<file path="src/rtl/smu_pkg.sv">
package smu_pkg;
    localparam logic [1:0] SZ_BYTE = 2'b00;
    localparam logic [1:0] SZ_HALF = 2'b01;

    typedef enum logic {
        ST_ACCEPT    = 1'b0,
        ST_WRITEBACK = 1'b1
    } smu_state_e;
endpackage

</file>
<file path="src/rtl/smu_lane_decode.sv">
module smu_lane_decode
    import smu_pkg::*;
#(
    parameter int LANES = 4,
    localparam int OFF_W = $clog2(LANES),
    localparam int DW    = 8 * LANES
) (
    input  logic [1:0]       size,
    input  logic [OFF_W-1:0] offset,
    input  logic [DW-1:0]    wdata,
    output logic [LANES-1:0] lane_mask,
    output logic [DW-1:0]    lane_data
);
    // Mask of lanes written by the access
    always_comb begin
        unique case (size)
            SZ_BYTE: lane_mask = LANES'(1) << offset;
            SZ_HALF: lane_mask = LANES'(3) << offset;
            default: lane_mask = '1;
        endcase
    end

    // Replicate store bytes so that each lane carries its own byte
    for (genvar k = 0; k < LANES; k++) begin : g_lane
        always_comb begin
            unique case (size)
                SZ_BYTE: lane_data[8*k +: 8] = wdata[7:0];
                SZ_HALF: lane_data[8*k +: 8] = wdata[8*(k % 2) +: 8];
                default: lane_data[8*k +: 8] = wdata[8*k +: 8];
            endcase
        end
    end
endmodule

</file>
<file path="src/rtl/smu_merge.sv">
module smu_merge #(
    parameter int LANES = 4,
    localparam int DW = 8 * LANES
) (
    input  logic [LANES-1:0] lane_mask,
    input  logic [DW-1:0]    old_word,
    input  logic [DW-1:0]    new_lanes,
    output logic [DW-1:0]    merged
);
    for (genvar k = 0; k < LANES; k++) begin : g_lane
        assign merged[8*k +: 8] = lane_mask[k] ? new_lanes[8*k +: 8]
                                               : old_word[8*k +: 8];
    end
endmodule

</file>
<file path="src/rtl/smu_ctrl.sv">
module smu_ctrl
    import smu_pkg::*;
#(
    parameter bit BYTE_GRAN = 1'b0
) (
    input  logic clk,
    input  logic rst_n,
    input  logic subword_store,
    output logic rmw_read,
    output logic rmw_write,
    output logic ready
);
    smu_state_e state_q, state_d;

    always_ff @(posedge clk) begin
        if (!rst_n) state_q <= ST_ACCEPT;
        else        state_q <= state_d;
    end

    always_comb begin
        state_d   = state_q;
        rmw_read  = 1'b0;
        rmw_write = 1'b0;
        ready     = 1'b1;
        unique case (state_q)
            ST_ACCEPT: begin
                if (subword_store && !BYTE_GRAN) begin
                    rmw_read = 1'b1;
                    ready    = 1'b0;
                    state_d  = ST_WRITEBACK;
                end
            end
            ST_WRITEBACK: begin
                rmw_write = 1'b1;
                state_d   = ST_ACCEPT;
            end
        endcase
    end
endmodule

</file>
<file path="src/rtl/store_merge_unit.sv">
module store_merge_unit
    import smu_pkg::*;
#(
    parameter int ADDR_W    = 12,
    parameter bit BYTE_GRAN = 1'b0,
    localparam int LANES    = 4,
    localparam int DW       = 8 * LANES,
    localparam int OFF_W    = $clog2(LANES),
    localparam int WA_W     = ADDR_W - OFF_W
) (
    input  logic              clk,
    input  logic              rst_n,
    input  logic              req_valid,
    input  logic              req_write,
    input  logic [1:0]        req_size,
    input  logic [ADDR_W-1:0] req_addr,
    input  logic [DW-1:0]     req_wdata,
    output logic              req_ready,
    output logic              req_err,
    output logic [DW-1:0]     req_rdata,
    output logic              mem_en,
    output logic              mem_wen,
    output logic [WA_W-1:0]   mem_addr,
    output logic [LANES-1:0]  mem_be,
    output logic [DW-1:0]     mem_wdata,
    input  logic [DW-1:0]     mem_rdata
);
    logic             misaligned;
    logic             subword;
    logic             rmw_read;
    logic             rmw_write;
    logic [LANES-1:0] lane_mask;
    logic [DW-1:0]    lane_data;

    assign misaligned = (req_size == SZ_HALF) && req_addr[0];
    assign subword    = !req_size[1];
    assign req_err    = req_valid && req_write && misaligned;

    smu_lane_decode #(.LANES(LANES)) u_decode (
        .size      (req_size),
        .offset    (req_addr[OFF_W-1:0]),
        .wdata     (req_wdata),
        .lane_mask (lane_mask),
        .lane_data (lane_data)
    );

    smu_ctrl #(.BYTE_GRAN(BYTE_GRAN)) u_ctrl (
        .clk           (clk),
        .rst_n         (rst_n),
        .subword_store (req_valid && req_write && subword && !misaligned),
        .rmw_read      (rmw_read),
        .rmw_write     (rmw_write),
        .ready         (req_ready)
    );

    assign mem_addr  = req_addr[ADDR_W-1:OFF_W];
    assign mem_en    = req_valid && !req_err;
    assign mem_wen   = mem_en && req_write && !rmw_read;
    assign req_rdata = mem_rdata;

    if (BYTE_GRAN) begin : g_byte_mode
        assign mem_be    = mem_wen ? lane_mask : '0;
        assign mem_wdata = lane_data;
    end else begin : g_word_mode
        logic [DW-1:0] merged;
        smu_merge #(.LANES(LANES)) u_merge (
            .lane_mask (lane_mask),
            .old_word  (mem_rdata),
            .new_lanes (lane_data),
            .merged    (merged)
        );
        assign mem_be    = mem_wen ? '1 : '0;
        assign mem_wdata = rmw_write ? merged : lane_data;
    end
endmodule

</file>
<file path="config.mk">
export PLATFORM = sky130hd
export DESIGN_NAME = store_merge_unit
export DESIGN_NICKNAME = d
export VERILOG_FILES = /design/src/rtl/smu_pkg.sv /design/src/rtl/smu_lane_decode.sv /design/src/rtl/smu_merge.sv /design/src/rtl/smu_ctrl.sv /design/src/rtl/store_merge_unit.sv
export SDC_FILE = /design/constraint.sdc
export NUM_CORES = 1
export LEC_CHECK = 0
export BUFFER_PORTS_ARGS = -buffer_cell sky130_fd_sc_hd__buf_2
export CAP_MARGIN = 15
export CORE_ASPECT_RATIO = 1.25
export CORE_MARGIN = 8
export CORE_UTILIZATION = 32
export CTS_BUF_LIST = sky130_fd_sc_hd__clkbuf_8 sky130_fd_sc_hd__clkbuf_16
export CTS_CLUSTER_DIAMETER = 30
export DETAILED_ROUTE_END_ITERATION = 8
export PLACE_DENSITY = 0.87
export SLEW_MARGIN = 0
export SYNTH_ARGS = -nofsm -noshare
export SYNTH_HDL_FRONTEND = slang
export SYNTH_SLANG_ARGS = --single-unit
</file>
<file path="constraint.sdc">
create_clock -name clk -period 1.5 [get_ports clk]
set_input_delay 0.075 -clock clk [delete_from_list [all_inputs] [get_ports clk]]
set_output_delay 0.075 -clock clk [all_outputs]
set_load 0.05 [all_outputs]
</file>
# ---- After elaboration in Yosys (flattened, before gate mapping)
# Cells that the tools add are included.
# W data, S select, Z words.
dict set report totals {
  reg_bits 1
  latchBits 0
  mem_bits_rw 0
  in_bits 82
  mem_count 0
  mem_bits_ro 0
  out_inout_bits 82
}
dict set report op_classes {
  add_sub_neg 0
  n_lt_le_gt_ge 0
  div 0
  n_mux 16
  reduce_logical 14
  n_shift 2
  bitwise_logic 1
  mul 0
  eq_ne 1
}
# cell n
set op_table {}
lappend op_table {{$mux W8} 6}
lappend op_table {{$mux W32} 1}
lappend op_table {{$pmux W8 S2} 1}
lappend op_table {{$logic_and A1 B1 Y1} 8}
lappend op_table {{$pmux W4 S2} 1}
lappend op_table {{$mux W1} 5}
lappend op_table {{$logic_not A1 Y1} 4}
lappend op_table {{$mux W4} 1}
lappend op_table {{$shl A1 B2 Y4 const A} 1}
lappend op_table {{$shl A2 B2 Y4 const A} 1}
lappend op_table {{$eq A2 B1 Y1 const B} 1}
lappend op_table {{$logic_not A2 Y1} 1}
lappend op_table {{$pmux W1 S2} 1}
lappend op_table {{$reduce_or A2 Y1} 1}
lappend op_table {{$not A1 Y1} 1}

# ---- Logic depth before layout (Yosys ltp)
# Gate-level depths: netlist of the first run.
dict set report depth {
  depth_word 9
  depth_mapped 5
  mapped_depth_nobuf 3
}

# ---- Hierarchy
# A second synthesis of the first run with hierarchy kept.
dict set report unflattened {
  cells_unflattened 190
  area_unflattened_um2 1995.7
}
# mod cells_per_inst instances area_each_um2
set by_module_without_submodules {}
lappend by_module_without_submodules {store_merge_unit 89 1 930.9}
lappend by_module_without_submodules {smu_merge 36 1 525.5}
lappend by_module_without_submodules {smu_lane_decode 61 1 494.2}
lappend by_module_without_submodules {smu_ctrl 4 1 45.0}

# ---- Worst setup path after synthesis of the first run
# No wires, ideal clock.
dict set report synth_timing {
  kind {input port to output port}
  start {in req_size[1]}
  end {out mem_en}
  t_arrival_ns 2.056
  path_stages 4
  slack_ns -0.631
  t_required_ns 1.425
  cell_sequence {buf_4 -> buf_6 -> nor3_1 -> nor2b_1}
}
dict set report synth_via {
  elab_chain_cells 5
}
# element line_no
set synth_lines {}
lappend synth_lines {{start, declared} store_merge_unit.sv:15} ;# input logic [1:0] req_size,
lappend synth_lines {{$eq A2 B1 Y1} store_merge_unit.sv:35} ;# assign misaligned = (req_size == SZ_HALF) && req_addr[0];
lappend synth_lines {{$logic_and A1 B1 Y1} store_merge_unit.sv:35}
lappend synth_lines {{$logic_and A1 B1 Y1} store_merge_unit.sv:37} ;# assign req_err = req_valid && req_write && misaligned;
lappend synth_lines {{net req_err} store_merge_unit.sv:19} ;# output logic req_err,
lappend synth_lines {{$logic_not A1 Y1} store_merge_unit.sv:57} ;# assign mem_en = req_valid && !req_err;
lappend synth_lines {{$logic_and A1 B1 Y1} store_merge_unit.sv:57}
lappend synth_lines {{end, declared} store_merge_unit.sv:21} ;# output logic mem_en,
# The timed path passes the listed nets, and every way through them passes these cells.

# ---- Final worst setup path of the first run
dict set report layout_timing {
  start {reg u_ctrl.state_q}
  end {out mem_wdata[7]}
}
dict set report layout_via {
  elab_chain_cells 2
}
# element line_no
set layout_lines {}
lappend layout_lines {{start, declared} smu_ctrl.sv:13} ;# smu_state_e state_q, state_d;
lappend layout_lines {{start signal, assigned} smu_ctrl.sv:17} ;# else state_q <= state_d;
lappend layout_lines {{$mux W1} smu_ctrl.sv:25} ;# unique case (state_q)
lappend layout_lines {{$mux W32} store_merge_unit.sv:73} ;# assign mem_wdata = rmw_write ? merged : lane_data;
lappend layout_lines {{end, declared} store_merge_unit.sv:25} ;# output logic [DW-1:0] mem_wdata,
# No other way between the ends.

==> flow_summary.ini, run 1 <==
[sta]
min_period_ns = 1.450
finalSetupViolCount = 0
fmax_mhz = 689.5
post-route-period-util_pct = 96.69
drv_slew = 0
max_slew.worst_pin.slew_ns = 0.3821
clock_skew_ns = 0
rsz0062_at_grt = no
finalSetupTns_ns = 0
hold_viol_final = 0
slew_headroom_pct = 74.43

[critical_path]
cp_data_required_time_ns = 1.42
worstSetupPathType = reg -> out
end_kind = primary output
critPathMaxFanout = 8
worstSetupStartpointType = flip-flop
arrival_ns = 1.38

[global_routing]
track_usage_pct = 14.03
grt-ovfl-total = 0
grt_pass1_vias = 1450
grt_pass1_wl_mm = 7.100
grt_max_degree = 16
antenna_found_initial = 0

[logic_synthesis]
avgSynthCellArea_um2 = 8.609
synth_cell_types = 22
synth_cells = 142
syn_nets = 224
synth_edf_count = 0
async_flop_share_pct = 0
syn-cell-area_um2 = 1222
synth_top_flop_cell = dfxtp_1
yosys_register_bits = 1
yosysSeqAreaShare_pct = 1.638
ys_warn_count = 0

[cells_and_area]
reg_top3 = u_ctrl.state_q (1)
nNetsFinal = 329
largest_reg_flops = 1
instances_no_fill = 285
drive_above_1_share_pct = 85.31
regMostFlops = u_ctrl.state_q
final_cell_area_um2 = 1749
antenna_cells = 0
synthToLayoutAreaGrowth_pct = 43.09
finish.utilization_pct = 46.99

[placed_design]
dp.cells = 283
numPortBuffers = 143
dpl_cell_area_um2 = 1692
place_hpwl_mm = 4.234
place_congestion = 0.8354

[cts]
postCtsHoldBufs = 0
path_clk_slew_ns = 0
clk_latency_ns = 0

[min_path]
min_path_type = in -> out

[status]
status = finished clean

[detailed_routing]
viasPerCell = 4.832
dr.first_iter.drc_count = 53
drtAntennaViolNets = 0
drc = 0
first_pass_iters = 4
via_count = 1377
wl_mm = 4.860
routedWlPerCell_um = 17.05

[run]
cap_viol_max_count = 0

[die]
die_w_um = 71.28
dieArea_um2 = 6066
start_util_pct = 32.84
pin_count = 164
core.rowCount = 25
die_h_um = 85.10
coreArea_um2 = 3722

[power]
ir_drop_mv = 0.3077
p_total_mw = 0.9203
p_per_area_nw_per_um2 = 526.1
power_leakage_nw = 0.9582
## cell usage after synthesis, types with 2 or more instances
cell type / count / area (um^2)
nor2_1: 3 / 11.26
o21ai_0: 9 / 45.04
nand2_1: 10 / 37.54
mux2_2: 48 / 540.5
buf_4: 47 / 352.8
buf_6: 2 / 22.52
mux2i_1: 8 / 80.08
## cell type report
class	instances	area, um^2
Multi-Input combinational cell	89	822.0
Inverter	1	3.754
Fill cell	393	1973
Sequential cell	1	20.02
Tap cell	40	50.05
Timing Repair Buffer	154	853.3
## power breakdown
part           switching (mW)  total (mW)  internal (mW)
combinational           0.614       0.892          0.278
sequential           0.000440      0.0282         0.0278
clock                       0           0              0
total                   0.615       0.920          0.306
## cell families (layout without fill, tap and decap cells)
family                 after synthesis  count (layout)  synth area share, %
AND/OR/NAND/NOR                     20              20                8.087
flip-flops                           1               1                1.638
AO/OA/AOI/OAI                       13              13                7.779
buffers and inverters               52             155                31.73
multiplexers                        56              56                50.77
## worst paths after layout
| path | from | end | slack, ns | depth (start not counted) |
|---|---|---|---|---|
| worst max-delay path | u_ctrl.state_q | mem_wdata[7] | 0.05 | 5 |
| worst min-delay path | req_addr[11] | mem_addr[9] | 0.15 | 0 |
| worst max register to register | u_ctrl.state_q | u_ctrl.state_q | 0.51 | 2 |
| worst min register to register | u_ctrl.state_q | u_ctrl.state_q | 0.56 | 2 |
## cells in the final DEF (no fill, tap or decap)
cell type / instances
dfxtp_1: 1
o21a_1: 1
mux2_2: 48
or4b_1: 1
nor2b_1: 1
o21ai_4: 1
nand2_2: 1
o21ai_0: 9
mux2i_1: 8
and2b_4: 1
a21oi_1: 1
nor2_1: 2
buf_6: 6
nor2_2: 2
o211ai_4: 1
inv_1: 1
buf_2: 135
nand2_1: 10
buf_4: 12
nand2b_1: 1
buf_12: 1
nor3_2: 1
## metal layers
layer	vias up	part of all wire, %	track usage (%)
met1	633	37	14.08
li1	660	-	-
met2	80	52	27.64
met5	-	0	0
met3	4	9.5	4.599
met4	0	0.74	1.139
## worst max-delay path, cell delays in order (launching register included)
cell	delay [ns]
dfxtp_1	0.33
and2b_4	0.21
o21a_1	0.18
buf_12	0.14
mux2_2	0.33
buf_4	0.19
## timing repair
item | in CTS | in global routing
setup buffers | 0 | 2
resized for setup | 0 | 22
setup endpoints to repair | 0 | 11
## through the flow
| stage | hold slack, ns | worst slack [ns] |
|---|---|---|
| 3_3_place_gp | 0.1504 | 0.04969 |
| 2_1_floorplan | 0.1872 | -0.07328 |
| 5_1_grt | 0.1501 | 0.005491 |
| 3_5_place_dp | 0.1504 | 0.02487 |
| 6_report | 0.1500 | 0.04970 |
| 4_1_cts | 0.1504 | 0.01816 |
Note: power is estimated with default switching activity, not from simulation.
==> run 2: changes to the inputs <==
--- a/config.mk
+++ b/config.mk
@@ -14,6 +14,7 @@
 export CTS_CLUSTER_DIAMETER = 30
 export DETAILED_ROUTE_END_ITERATION = 8
 export PLACE_DENSITY = 0.87
+export REMOVE_ABC_BUFFERS = 1
 export SLEW_MARGIN = 0
 export SYNTH_ARGS = -nofsm -noshare
 export SYNTH_HDL_FRONTEND = slang
==> run 2 against run 1 <==
Compared with the run above:
- first-iteration DRC count shrank 55%
- register-to-register slack lost 0.03 ns
- sequential power is essentially flat
- maximum frequency grew 0.23%
- highest routed layer is now met3
- final area shrank 2.6%
- utilization shrank 1.2 points
- setup slack gained 0.0033 ns
- via count shrank 0.73%
- combinational power shrank 2%
==> flow_summary.ini, run 2 (same netlist as run 1, synthesis figures left out) <==
[detailed_routing]
viasPerCell = 4.830
drtAntennaViolNets = 0
routedWlPerCell_um = 17.26
via_count = 1367
first_pass_iters = 4
drc = 0
wl_mm = 4.884
dr.first_iter.drc_count = 24

[critical_path]
critPathBufInv = 2
worstPathCellList = and2b_4 -> o21a_1 -> buf_4 -> mux2_2 -> buf_4
worstSetupStartpointType = flip-flop
cp-startpoint = u_ctrl.state_q
worstSetupPathType = reg -> out
rr_worst_depth = 2
cp_data_required_time_ns = 1.42
end_kind = primary output
critPathMaxFanout = 4
max_stage_delay_ns = 0.33
arrival_ns = 1.37
path_depth = 5
slowest_stage = dfxtp_1
critPathTopFamily = buffers and inverters
crit_path_frequent_cell = buf_4
r2r-start = u_ctrl.state_q

[cts]
postCtsHoldBufs = 0
path_clk_slew_ns = 0
clk_latency_ns = 0

[run]
cap_viol_max_count = 0

[sta]
max_slew.worst_pin.slew_ns = 0.3805
fmax_mhz = 691.1
rsz0062_at_grt = yes
min_period_ns = 1.447
clock_skew_ns = 0
hold_viol_final = 0
drv_slew = 0
finalSetupViolCount = 0
post-route-period-util_pct = 96.47
slew_headroom_pct = 74.54

[cells_and_area]
drive_above_1_share_pct = 84.36
reg_top3 = u_ctrl.state_q (1)
final_common_cell = buf_2
seq_area_um2 = 20.02
largest_reg_flops = 1
fill_cells = 379
multi_input_area_um2 = 814.5
final_cell_mix = buf_2, mux2_2, buf_4, nand2_1, o21ai_0
synthToLayoutAreaGrowth_pct = 39.41
antenna_cells = 0
nNetsFinal = 327
final_cell_area_um2 = 1704
regMostFlops = u_ctrl.state_q

[die]
pin_count = 164
start_util_pct = 32.84
dieArea_um2 = 6066
core.rowCount = 25
die_w_um = 71.28
die_h_um = 85.10
coreArea_um2 = 3722

[min_path]
min_path_type = in -> out
hold_depth = 0
worstHoldStart = req_addr[2]

[global_routing]
antenna_found_initial = 0
grt-ovfl-total = 0
grt_pass1_vias = 1503
grt_pass1_wl_mm = 7.265
grt_max_degree = 15
track_usage_pct = 14.34

[placed_design]
place_hpwl_mm = 4.228
place_congestion = 0.7758
dpl_cell_area_um2 = 1664
numPortBuffers = 143

[power]
p_per_area_nw_per_um2 = 530.4
power_leakage_nw = 0.9459
ir_drop_mv = 0.2149
p_total_mw = 0.9039

[status]
status = finished clean
-- run 2: cell count changes in the layout (fill, tap and decap cells not counted), sizes merged --
| cell | before | now |
|---|---|---|
| buf | 154 | 152 |
-- run 2: through the flow --
step / setup WS, ns / cells / utilization [%] / setup TNS (ns) / hold slack, ns
3_5_place_dp: 0.01607 / 282 / 44.71 / 0 / 0.1504
2_1_floorplan: -2.035 / 91 / - / -10.64 / 0.1500
4_1_cts: 0.002255 / 282 / 44.71 / 0 / 0.1504
5_1_grt: -0.01700 / 283 / 45.78 / -0.08867 / 0.1503
6_report: 0.05299 / 283 / 45.78 / 0 / 0.1504
3_3_place_gp: 0.04348 / 282 / 44.71 / 0 / 0.1504
-- run 2: final timing paths --
kind	endpoint	slack (ns)
worst max-delay path	mem_wdata[5]	0.05
worst min register to register	u_ctrl.state_q	0.58
worst min-delay path	mem_addr[0]	0.15
worst max register to register	u_ctrl.state_q	0.48
-- run 2: where the power goes --
part	switching, mW	total [mW]	internal (mW)
clock network	0	0	0
logic	0.608	0.876	0.268
registers	0.000434	0.0282	0.0278
-- run 2: timing repair --
action                                 in CTS  in global routing
endpoints found under the hold margin       0                  0
resized for setup                           0                 16
setup endpoints to repair                   0                 16
setup buffers                               0                  1
-- run 2: area by class of cell --
cell class              count  share of cell area [%]
repair buffers            152                   47.87
well taps                  40                   2.937
flip-flops and latches      1                   1.175
inverters                   1                  0.2203
multi-input cells          89                   47.80
-- run 2: metal layers --
layer	track usage (%)	wire, um	vias to the layer above	share of wire (%)
met1	14.08	1735	616	36
li1	-	-	657	-
met5	0	0	-	0
met3	6.132	531	0	11
met2	28.14	2617	94	54
met4	0	0	0	0
